<file path="config.mk">
export PLATFORM = sky130hd
export DESIGN_NAME = fgt_unit
export DESIGN_NICKNAME = d
export VERILOG_FILES = /design/src/rtl/fgt_pkg.sv /design/src/rtl/fgt_classify.sv /design/src/rtl/fgt_compare.sv /design/src/rtl/fgt_status.sv /design/src/rtl/fgt_unit.sv
export SDC_FILE = /design/constraint.sdc
export NUM_CORES = 1
export LEC_CHECK = 0
export BUFFER_PORTS_ARGS = -buffer_cell sky130_fd_sc_hd__buf_2
export CAP_MARGIN = 0
export CORE_UTILIZATION = 29
export CTS_CLUSTER_SIZE = 24
export DETAILED_ROUTE_END_ITERATION = 7
export PLACE_DENSITY = 0.54
export REMOVE_ABC_BUFFERS = 1
export SETUP_SLACK_MARGIN = 0.2
export SLEW_MARGIN = 10
export SYNTH_ARGS = -nofsm -noshare
export SYNTH_HDL_FRONTEND = slang
export SYNTH_HIERARCHICAL = 1
export SYNTH_SLANG_ARGS = --single-unit
</file>
<file path="constraint.sdc">
create_clock -name clk -period 0.8 [get_ports clk]
set_input_delay 0.04 -clock clk [delete_from_list [all_inputs] [get_ports clk]]
set_output_delay 0.04 -clock clk [all_outputs]
set_load 0.05 [all_outputs]
</file>
<file path="src/rtl/fgt_pkg.sv">
package fgt_pkg;

   // Classification of one operand, as seen by the comparator.
   typedef struct packed {
      logic nan;
      logic denorm;
   } fclass_t;

endpackage

</file>
<file path="src/rtl/fgt_classify.sv">
module fgt_classify
   import fgt_pkg::*;
#(
   parameter int EXP_W = 8,
   parameter int MAN_W = 23
) (
   input  logic [EXP_W+MAN_W:0] val,
   output fclass_t              cls,
   output logic [EXP_W+MAN_W:0] key
);
   localparam int W = EXP_W + MAN_W + 1;
   localparam logic [W-1:0] MSB = {1'b1, {(W-1){1'b0}}};

   logic [EXP_W-1:0] exp_f;
   logic [MAN_W-1:0] man_f;
   logic             exp_max, exp_min, man_nz;

   always_comb begin
      exp_f   = val[W-2 -: EXP_W];
      man_f   = val[MAN_W-1:0];
      exp_max = &exp_f;
      exp_min = ~|exp_f;
      man_nz  = |man_f;
      cls.nan    = exp_max & man_nz;
      cls.denorm = exp_min & man_nz;
      // Order-preserving unsigned key; every zero (incl. flushed) maps to one code.
      if (exp_min)
         key = MSB;
      else if (val[W-1])
         key = ~val;
      else
         key = val | MSB;
   end
endmodule

</file>
<file path="src/rtl/fgt_compare.sv">
module fgt_compare
   import fgt_pkg::*;
#(
   parameter int OP_W    = 32,
   parameter int FLAG_W  = 5,
   parameter int INV_POS = 0,
   parameter int IFZ_POS = 1
) (
   input  fclass_t           cls_a,
   input  fclass_t           cls_b,
   input  logic [OP_W-1:0]   key_a,
   input  logic [OP_W-1:0]   key_b,
   output logic              gt,
   output logic [FLAG_W-1:0] raised
);
   logic any_nan;

   always_comb begin
      any_nan = cls_a.nan | cls_b.nan;
      gt      = ~any_nan & (key_a > key_b);
      raised  = '0;
      raised[INV_POS] = any_nan;
      raised[IFZ_POS] = cls_a.denorm | cls_b.denorm;
   end
endmodule

</file>
<file path="src/rtl/fgt_status.sv">
module fgt_status #(
   parameter int FLAG_W = 5
) (
   input  logic              clk,
   input  logic              rst_n,
   input  logic              wr_en,
   input  logic [FLAG_W-1:0] wr_data,
   input  logic [FLAG_W-1:0] ext_upd,
   input  logic              own_en,
   input  logic [FLAG_W-1:0] own_upd,
   output logic [FLAG_W-1:0] flags
);
   for (genvar i = 0; i < FLAG_W; i++) begin : g_bit
      logic set_i;
      assign set_i = ext_upd[i] | (own_en & own_upd[i]);
      always_ff @(posedge clk or negedge rst_n) begin
         if (!rst_n)
            flags[i] <= 1'b0;
         else if (wr_en)
            flags[i] <= wr_data[i];
         else if (set_i)
            flags[i] <= 1'b1;
      end
   end
endmodule

</file>
<file path="src/rtl/fgt_unit.sv">
module fgt_unit
   import fgt_pkg::*;
#(
   parameter int  EXP_W         = 8,
   parameter int  MAN_W         = 23,
   parameter int  RES_W         = 32,
   parameter int  GUARD_W       = 32,
   parameter int  FLAG_W        = 5,
   parameter int  INV_POS       = 0,
   parameter int  IFZ_POS       = 1,
   parameter bit  FLAGS_ONLY_EN = 1'b1
) (
   input  logic                   clk,
   input  logic                   rst_n,
   input  logic                   op_valid,
   input  logic                   op_flags_only,
   input  logic [GUARD_W-1:0]     guard_word,
   input  logic [EXP_W+MAN_W:0]   src_a,
   input  logic [EXP_W+MAN_W:0]   src_b,
   input  logic [FLAG_W-1:0]      ext_flags,
   input  logic                   stat_wr_en,
   input  logic [FLAG_W-1:0]      stat_wr_data,
   output logic [RES_W-1:0]       res_data,
   output logic                   res_we,
   output logic [FLAG_W-1:0]      stat_flags
);
   localparam int OP_W = EXP_W + MAN_W + 1;

   if (EXP_W < 2 || MAN_W < 1)                      begin : g_bad_fmt  $error("fgt_unit: format too narrow"); end
   if (RES_W < FLAG_W || RES_W < 1)                 begin : g_bad_res  $error("fgt_unit: RES_W below FLAG_W"); end
   if (INV_POS >= FLAG_W || IFZ_POS >= FLAG_W)      begin : g_bad_pos  $error("fgt_unit: flag position out of range"); end
   if (INV_POS == IFZ_POS)                          begin : g_bad_dup  $error("fgt_unit: flag positions collide"); end
   if (GUARD_W < 2)                                 begin : g_bad_grd  $error("fgt_unit: GUARD_W below 2"); end

   fclass_t           cls [2];
   logic [OP_W-1:0]   key [2];
   logic [OP_W-1:0]   opnd [2];
   logic              gt;
   logic [FLAG_W-1:0] raised;
   logic              take, fo_sel;
   logic              unused_guard;

   assign opnd[0]      = src_a;
   assign opnd[1]      = src_b;
   assign unused_guard = ^guard_word[GUARD_W-1:1];
   assign take         = op_valid & guard_word[0];

   for (genvar k = 0; k < 2; k++) begin : g_cls
      fgt_classify #(.EXP_W(EXP_W), .MAN_W(MAN_W)) u_cls (
         .val (opnd[k]),
         .cls (cls[k]),
         .key (key[k])
      );
   end

   fgt_compare #(
      .OP_W(OP_W), .FLAG_W(FLAG_W), .INV_POS(INV_POS), .IFZ_POS(IFZ_POS)
   ) u_cmp (
      .cls_a  (cls[0]),
      .cls_b  (cls[1]),
      .key_a  (key[0]),
      .key_b  (key[1]),
      .gt     (gt),
      .raised (raised)
   );

   if (FLAGS_ONLY_EN) begin : g_fo
      assign fo_sel = op_flags_only;
   end else begin : g_no_fo
      logic unused_fo;
      assign unused_fo = op_flags_only;
      assign fo_sel    = 1'b0;
   end

   always_ff @(posedge clk or negedge rst_n) begin
      if (!rst_n) begin
         res_we   <= 1'b0;
         res_data <= '0;
      end else begin
         res_we <= take;
         if (take)
            res_data <= fo_sel ? RES_W'(raised) : RES_W'(gt);
      end
   end

   fgt_status #(.FLAG_W(FLAG_W)) u_stat (
      .clk     (clk),
      .rst_n   (rst_n),
      .wr_en   (stat_wr_en),
      .wr_data (stat_wr_data),
      .ext_upd (ext_flags),
      .own_en  (take & ~fo_sel),
      .own_upd (raised),
      .flags   (stat_flags)
   );
endmodule

</file>
==> reports/qor.yml, run 1 <==
outcome:
  status: "finished, violations left"
  violations: "design-rule violations, negative setup slack"
logic_synthesis:
  seq_area_frac_synth_pct: 10.20
  yosysWarnings: 6
  yosysUniqueCellTypes: 41
  ys_ff_latch: 11
  syn_avg_cell_area_um2: 7.452
  syn-cell-area_mm2: 0.002698
  syn-instance-count: 362
flow_run:
  maxCapViolations: 0
grt:
  antenna_found_initial: 0
  grtUsageMet1_pct: 20.52
  met2_usage_pct: 28.71
  grt-ovfl-total: 0
  grt_busiest_layer: "met2"
  grt_start_max_net_pins: 19
  grt_use_total_pct: 15.56
  gr-usage-met3_pct: 1.560
  grt_pass1_wl_mm: 12.50
  grt_pass1_vias: 2757
critical_path:
  worstPathMaxFanout: 5
  worstSetupPathType: "input port to flip-flop"
  arrival_ns: 2.62
  cp_data_required_time_ns: 0.92
  crit_path_start_kind: "input port"
  end_kind: "flip-flop"
cells_and_area:
  final_cell_mix: "buf_2 (76), xnor2_1 (62), nor2_1 (59), buf_4 (45), inv_1 (35)"
  num_antenna_cells: 0
  final_cell_area_mm2: 0.003975
  nets: 649
  nFillCells: 900
  finalNonFillerCells: 613
  layout_commonest_cell: "buf_2"
  area_delta_synth_final_pct: 47.36
  drive_above_1_share_pct: 40.59
  fin_util_pct: 44.92
place:
  place_congestion: 0.7679
  hpwl_mm: 6.011
  port_buffers: 90
  place_area_mm2: 0.003448
  dp.cells: 589
clock_tree:
  cts-root-buf: "clkbuf_8"
  insertion_delay_ns: 0.23
  clkTransAtPathRegs_ns: 0.05
  htree_levels: 1
  cts_buffers: 3
  cts_tree: "done"
  cts_buffer_depth: 2
  cts_sinks: 11
drt:
  via_per_inst: 4.560
  wl_per_cell_um: 12.14
  vias: 2795
  final_antenna_net_count: 0
  drtPass1Iterations: 8
  drtIter0Drc: 101
  drc: 2
  wl_mm: 7.440
floorplan:
  coreArea_mm2: 0.008848
  die_area_mm2: 0.009691
  io_pins: 149
  initial_core_util_pct: 30.49
  std_cell_rows: 34
  die_h_um: 98.45
  die_w_um: 98.45
power:
  powerDensity_mw_per_mm2: 957.2
  p_total_mw: 3.805
  ir_drop_mv: 0.4018
  power.leakage_nw: 1.971
timing:
  slew_viol_final: 0
  hold_violations: 0
  layout_setup_ws_ns: -1.708
  fin_crit_ns: 2.508
  clock_skew_ns: 0
  setup_viol: 14
  max_freq_mhz: 398.8
  timing.final.crit_share_pct: 313.5
  grt_setup_unrepaired: "yes"
worst_hold_path:
  hold_class: "input port to flip-flop"
-- logic make-up after synthesis --
group,count (synthesis),synth area share [%]
compound gates,46,11.13
xor+xnor,62,20.13
fa+ha+maj,32,14.84
buf+inv,83,18.00
flops,11,10.20
mux,1,0.3711
other cells,2,0.2784
simple gates,125,25.05
-- cell usage after synthesis (all sizes together) --
cell	n	area [µm²]
conb	2	7.510
o311ai	1	8.760
or2	2	12.51
nand2	11	41.29
or4	8	75.07
mux2i	1	10.01
nand4	13	102.6
dfrtp	11	275.3
a21oi	14	70.07
clkbuf	3	12.51
a221o	2	20.02
nor3	4	31.28
xnor2	62	543.0
nor2	68	280.3
and2	1	6.260
a211oi	9	72.57
inv	36	135.1
nor4	7	50.05
a21boi	3	33.78
o21ai	13	65.06
nand3	5	25.02
ha	32	400.4
buf	44	337.8
nor2b	1	6.260
a21o	3	22.52
and2b	1	7.510
and4	4	37.54
o211ai	1	7.510
-- timing repair --
| item | 4_1_cts | 5_1_grt |
|---|---|---|
| hold buffers | 1 | 0 |
| resized for setup | 62 | 10 |
| setup buffers | 15 | 2 |
| gates cloned | 2 | 0 |
| setup endpoints to repair | 20 | 21 |
| pin swaps | 22 | 4 |
| hold endpoints to repair | 11 | 0 |
-- critical path: stages --
cell      delay (ns)
buf_6           0.09
or4_4           0.54
nor2_4          0.18
buf_12          0.14
buf_16          0.10
nor2_1          0.04
ha_1            0.34
a21oi_1         0.18
nand2_1         0.10
a221o_1         0.38
nor3_2          0.17
a211oi_2        0.10
mux2i_1         0.13
a21oi_1         0.07
-- cell type report --
cell class,instances,area (µm²),area share [%]
multi-input combinational,296,2172,54.64
inverter,36,137.6,3.462
clock buffer,4,45.04,1.133
tap,108,135.1,3.399
sequential,11,275.3,6.925
timing repair buffer,158,1210,30.44
-- path summary, 6_finish.rpt --
check	startpoint	endpoint	slack, ns	depth (start not counted)
setup / recovery	src_a[27]	res_data[0]$_DFFE_PN0P_	-1.71	14
min in group asynchronous	rst_n	u_stat/flags[0]$_DFFE_PN0P_	0.21	2
hold reg to reg	res_data[2]$_DFFE_PN0P_	res_data[2]$_DFFE_PN0P_	0.54	2
hold / removal	stat_wr_data[1]	u_stat/flags[1]$_DFFE_PN0P_	0.02	3
setup reg to reg	u_stat/flags[2]$_DFFE_PN0P_	u_stat/flags[2]$_DFFE_PN0P_	0.03	2
max in group asynchronous	rst_n	res_data[0]$_DFFE_PN0P_	0.39	2
-- sequential cells by signal (all words and copies together) (netlist names) --
signal,cells
res_data,5
res_we,1
u_stat/flags,5
-- power by group --
part           switching [mW]  internal (mW)
registers              0.0454          0.608
logic                    1.50           1.11
clock network           0.191          0.348
total                    1.73           2.07
-- stage by stage --
step                setup slack, ns  setup TNS (ns)  hold slack (ns)
detailed placement           -2.016          -5.018         -0.07383
global placement             -1.933          -4.897         -0.07717
finish                       -1.708          -5.678          0.01948
CTS                          -1.644          -5.572          0.01790
global route                 -1.774          -6.313          0.02633
floorplan                    -1.868          -4.899          -0.2556
-- layer usage --
metal	part of all wire, %	wire length [µm]	up-vias
li1	-	-	1434
met1	46	3422	1287
met2	49	3671	74
met3	4.7	346	0
met4	0	0	0
met5	0	0	-
(Power assumes the default switching activity.)
==> run 2, diff against run 1 <==
--- a/config.mk
+++ b/config.mk
@@ -18,3 +18,4 @@
 export SYNTH_HDL_FRONTEND = slang
 export SYNTH_HIERARCHICAL = 1
 export SYNTH_SLANG_ARGS = --single-unit
+export TNS_END_PERCENT = 10
==> run 2 against run 1 <==
Net effect:
- the run still ends with design-rule violations, negative setup slack left
- clock power is essentially flat
- register-to-register slack about the same
- global-route usage is the same
- utilization shrank 0.41 points
- first-iteration DRC count down 15%
- total power decreased by 0.63%
- critical path depth is the same
- sequential power barely moved
- non-clock buffer count down 2
- setup slack improved by 0.029 ns
- clock skew stayed put
- largest cell class unchanged
==> reports/qor.yml, run 2 (synthesis gave the netlist of run 1 again) <==
outcome:
  status: "finished, violations left"
  violations: "design-rule violations, negative setup slack"
critical_path:
  crit_family: "simple AND/OR/NAND/NOR gates"
  path_cells: "buf_6 > or4_4 > nor2_4 > buf_12 > buf_16 > nor2_1 > ha_1 > a21oi_1 > nand2_1 > a221o_1 > nor3_2 > a211oi_2 > mux2i_1 > a21oi_1"
  worst-path-buf-inv: 3
  critPathSlowestCell: "or4_4"
  reg2reg_depth: 2
  worstSetupPathType: "input port to flip-flop"
  r2r_slack_ns: 0.03
  worstPathMaxFanout: 5
  timing.rr.end: "u_stat/flags[2]$_DFFE_PN0P_"
  cp_data_required_time_ns: 0.92
  crit_path_start_kind: "input port"
  end_kind: "flip-flop"
  cp_slowest_stage_delay_ns: 0.54
  worstReg2RegStart: "u_stat/flags[2]$_DFFE_PN0P_"
  arrival_ns: 2.60
  path_common_cell: "a21oi_1"
grt:
  grt_start_max_net_pins: 19
  grt_pass1_wl_mm: 12.50
  antenna_found_initial: 0
  grt-ovfl-total: 0
  grt_pass1_vias: 2755
  grt_use_total_pct: 15.56
power:
  p_sw_share_pct: 45.68
  pwr-share-seq_pct: 17.2
  p_clk_share_pct: 14.3
  power.leakage_nw: 1.955
  powerDensity_mw_per_mm2: 960.0
  ir_drop_mv: 0.4006
  p_switching_mw: 1.727
  p_comb_share_pct: 68.4
  p_int_mw: 2.054
timing:
  fin_crit_ns: 2.479
  hold_violations: 0
  slew_viol_final: 0
  layout_setup_ws_ns: -1.679
  max_freq_mhz: 403.4
  grt_setup_unrepaired: "yes"
  holdWs_ns: 0.01948
  clock_skew_ns: 0
  timing.final.crit_share_pct: 309.9
  setup_viol: 14
  finalSetupTns_ns: -5.657
worst_hold_path:
  hold_class: "input port to flip-flop"
  hold_depth: 3
  whs_endpoint: "u_stat/flags[1]$_DFFE_PN0P_"
  worstHoldStart: "stat_wr_data[1]"
place:
  place_congestion: 0.7679
  port_buffers: 90
  hpwl_mm: 6.011
cells_and_area:
  register_area_um2: 275.3
  final_cell_mix: "buf_2 (77), xnor2_1 (62), nor2_1 (59), buf_4 (44), inv_1 (36)"
  multi_input_area_mm2: 0.002163
  nFillCells: 907
  num_antenna_cells: 0
  drive_above_1_share_pct: 39.76
  layout_commonest_cell: "buf_2"
  area_delta_synth_final_pct: 46.01
  nets: 647
  reg_top3: "res_data (5), u_stat/flags (5), res_we (1)"
clock_tree:
  cts_sinks: 11
  clkTransAtPathRegs_ns: 0.05
  insertion_delay_ns: 0.23
  cts_buffer_depth: 2
  htree_levels: 1
  cts-root-buf: "clkbuf_8"
  cts_buffers: 3
  cts_tree: "done"
floorplan:
  initial_core_util_pct: 30.49
  die_h_um: 98.45
  io_pins: 149
  die_area_mm2: 0.009691
  die_w_um: 98.45
  coreArea_mm2: 0.008848
  std_cell_rows: 34
drt:
  drc: 1
  drtPass1Iterations: 8
  drtIter0Drc: 86
  final_antenna_net_count: 0
  wl_mm: 7.428
  vias: 2788
  via_per_inst: 4.563
  wl_per_cell_um: 12.16
flow_run:
  maxCapViolations: 0
[run 2: worst min-delay path, cell delays in order]
cell and delay [ns]:
buf_2 0.08, nand2_1 0.04, o21ai_1 0.06
[run 2: through the flow]
stage               cells  power (mW)  area [µm²]  utilization (%)  setup WS [ns]
floorplan             343       2.180        2452                -         -1.868
global placement      589       3.006        3448            38.97         -1.933
detailed placement    589       3.043        3448            38.97         -2.016
CTS                   611       3.769        3919            44.29         -1.644
global route          611       4.096        3939            44.51         -1.774
finish                611       3.781        3939            44.51         -1.679
[run 2: cell type report]
class | instances | share of cell area (%)
Tap cell | 108 | 3.431
Sequential cell | 11 | 6.989
Timing Repair Buffer | 156 | 30.08
Multi-Input combinational cell | 296 | 54.92
Inverter | 36 | 3.431
Clock buffer | 4 | 1.144
[run 2: worst max-delay path by stage]
stage | start | end | slack (ns) | cells after the start
finish | src_a[27] | res_data[0]$_DFFE_PN0P_ | -1.68 | 14
CTS | src_a[27] | res_data[0]$_DFFE_PN0P_ | -1.64 | 14
global route | src_a[27] | res_data[0]$_DFFE_PN0P_ | -1.77 | 14
floorplan | src_a[28] | res_data[0]$_DFFE_PN0P_ | -1.87 | 11
detailed placement | src_a[28] | res_data[0]$_DFFE_PN0P_ | -2.02 | 13
global placement | src_a[28] | res_data[0]$_DFFE_PN0P_ | -1.93 | 13
[run 2: layer usage]
metal	vias to the layer above	share of wire [%]	global-route usage (%)
met4	0	0	0.6889
met5	-	0	0
met1	1282	47	20.52
met2	75	49	28.71
li1	1431	-	-
met3	0	3.7	1.560
[run 2: repair_timing]
| action | in CTS | in global routing |
|---|---|---|
| pin swaps | 21 | 6 |
| hold buffers | 1 | 0 |
| setup endpoints to repair | 20 | 21 |
| setup buffers | 15 | 0 |
| endpoints found under the hold margin | 11 | 0 |
| gates cloned | 2 | 0 |
| resized for setup | 62 | 4 |
[run 2: power by group through the flow]
stage | Sequential, mW | Combinational (mW) | Clock (mW)
2_1_floorplan | 0.817 | 1.36 | 0
3_3_place_gp | 0.644 | 2.36 | 0
3_5_place_dp | 0.645 | 2.40 | 0
4_1_cts | 0.651 | 2.55 | 0.564
5_1_grt | 0.658 | 2.84 | 0.598
6_report | 0.652 | 2.59 | 0.542
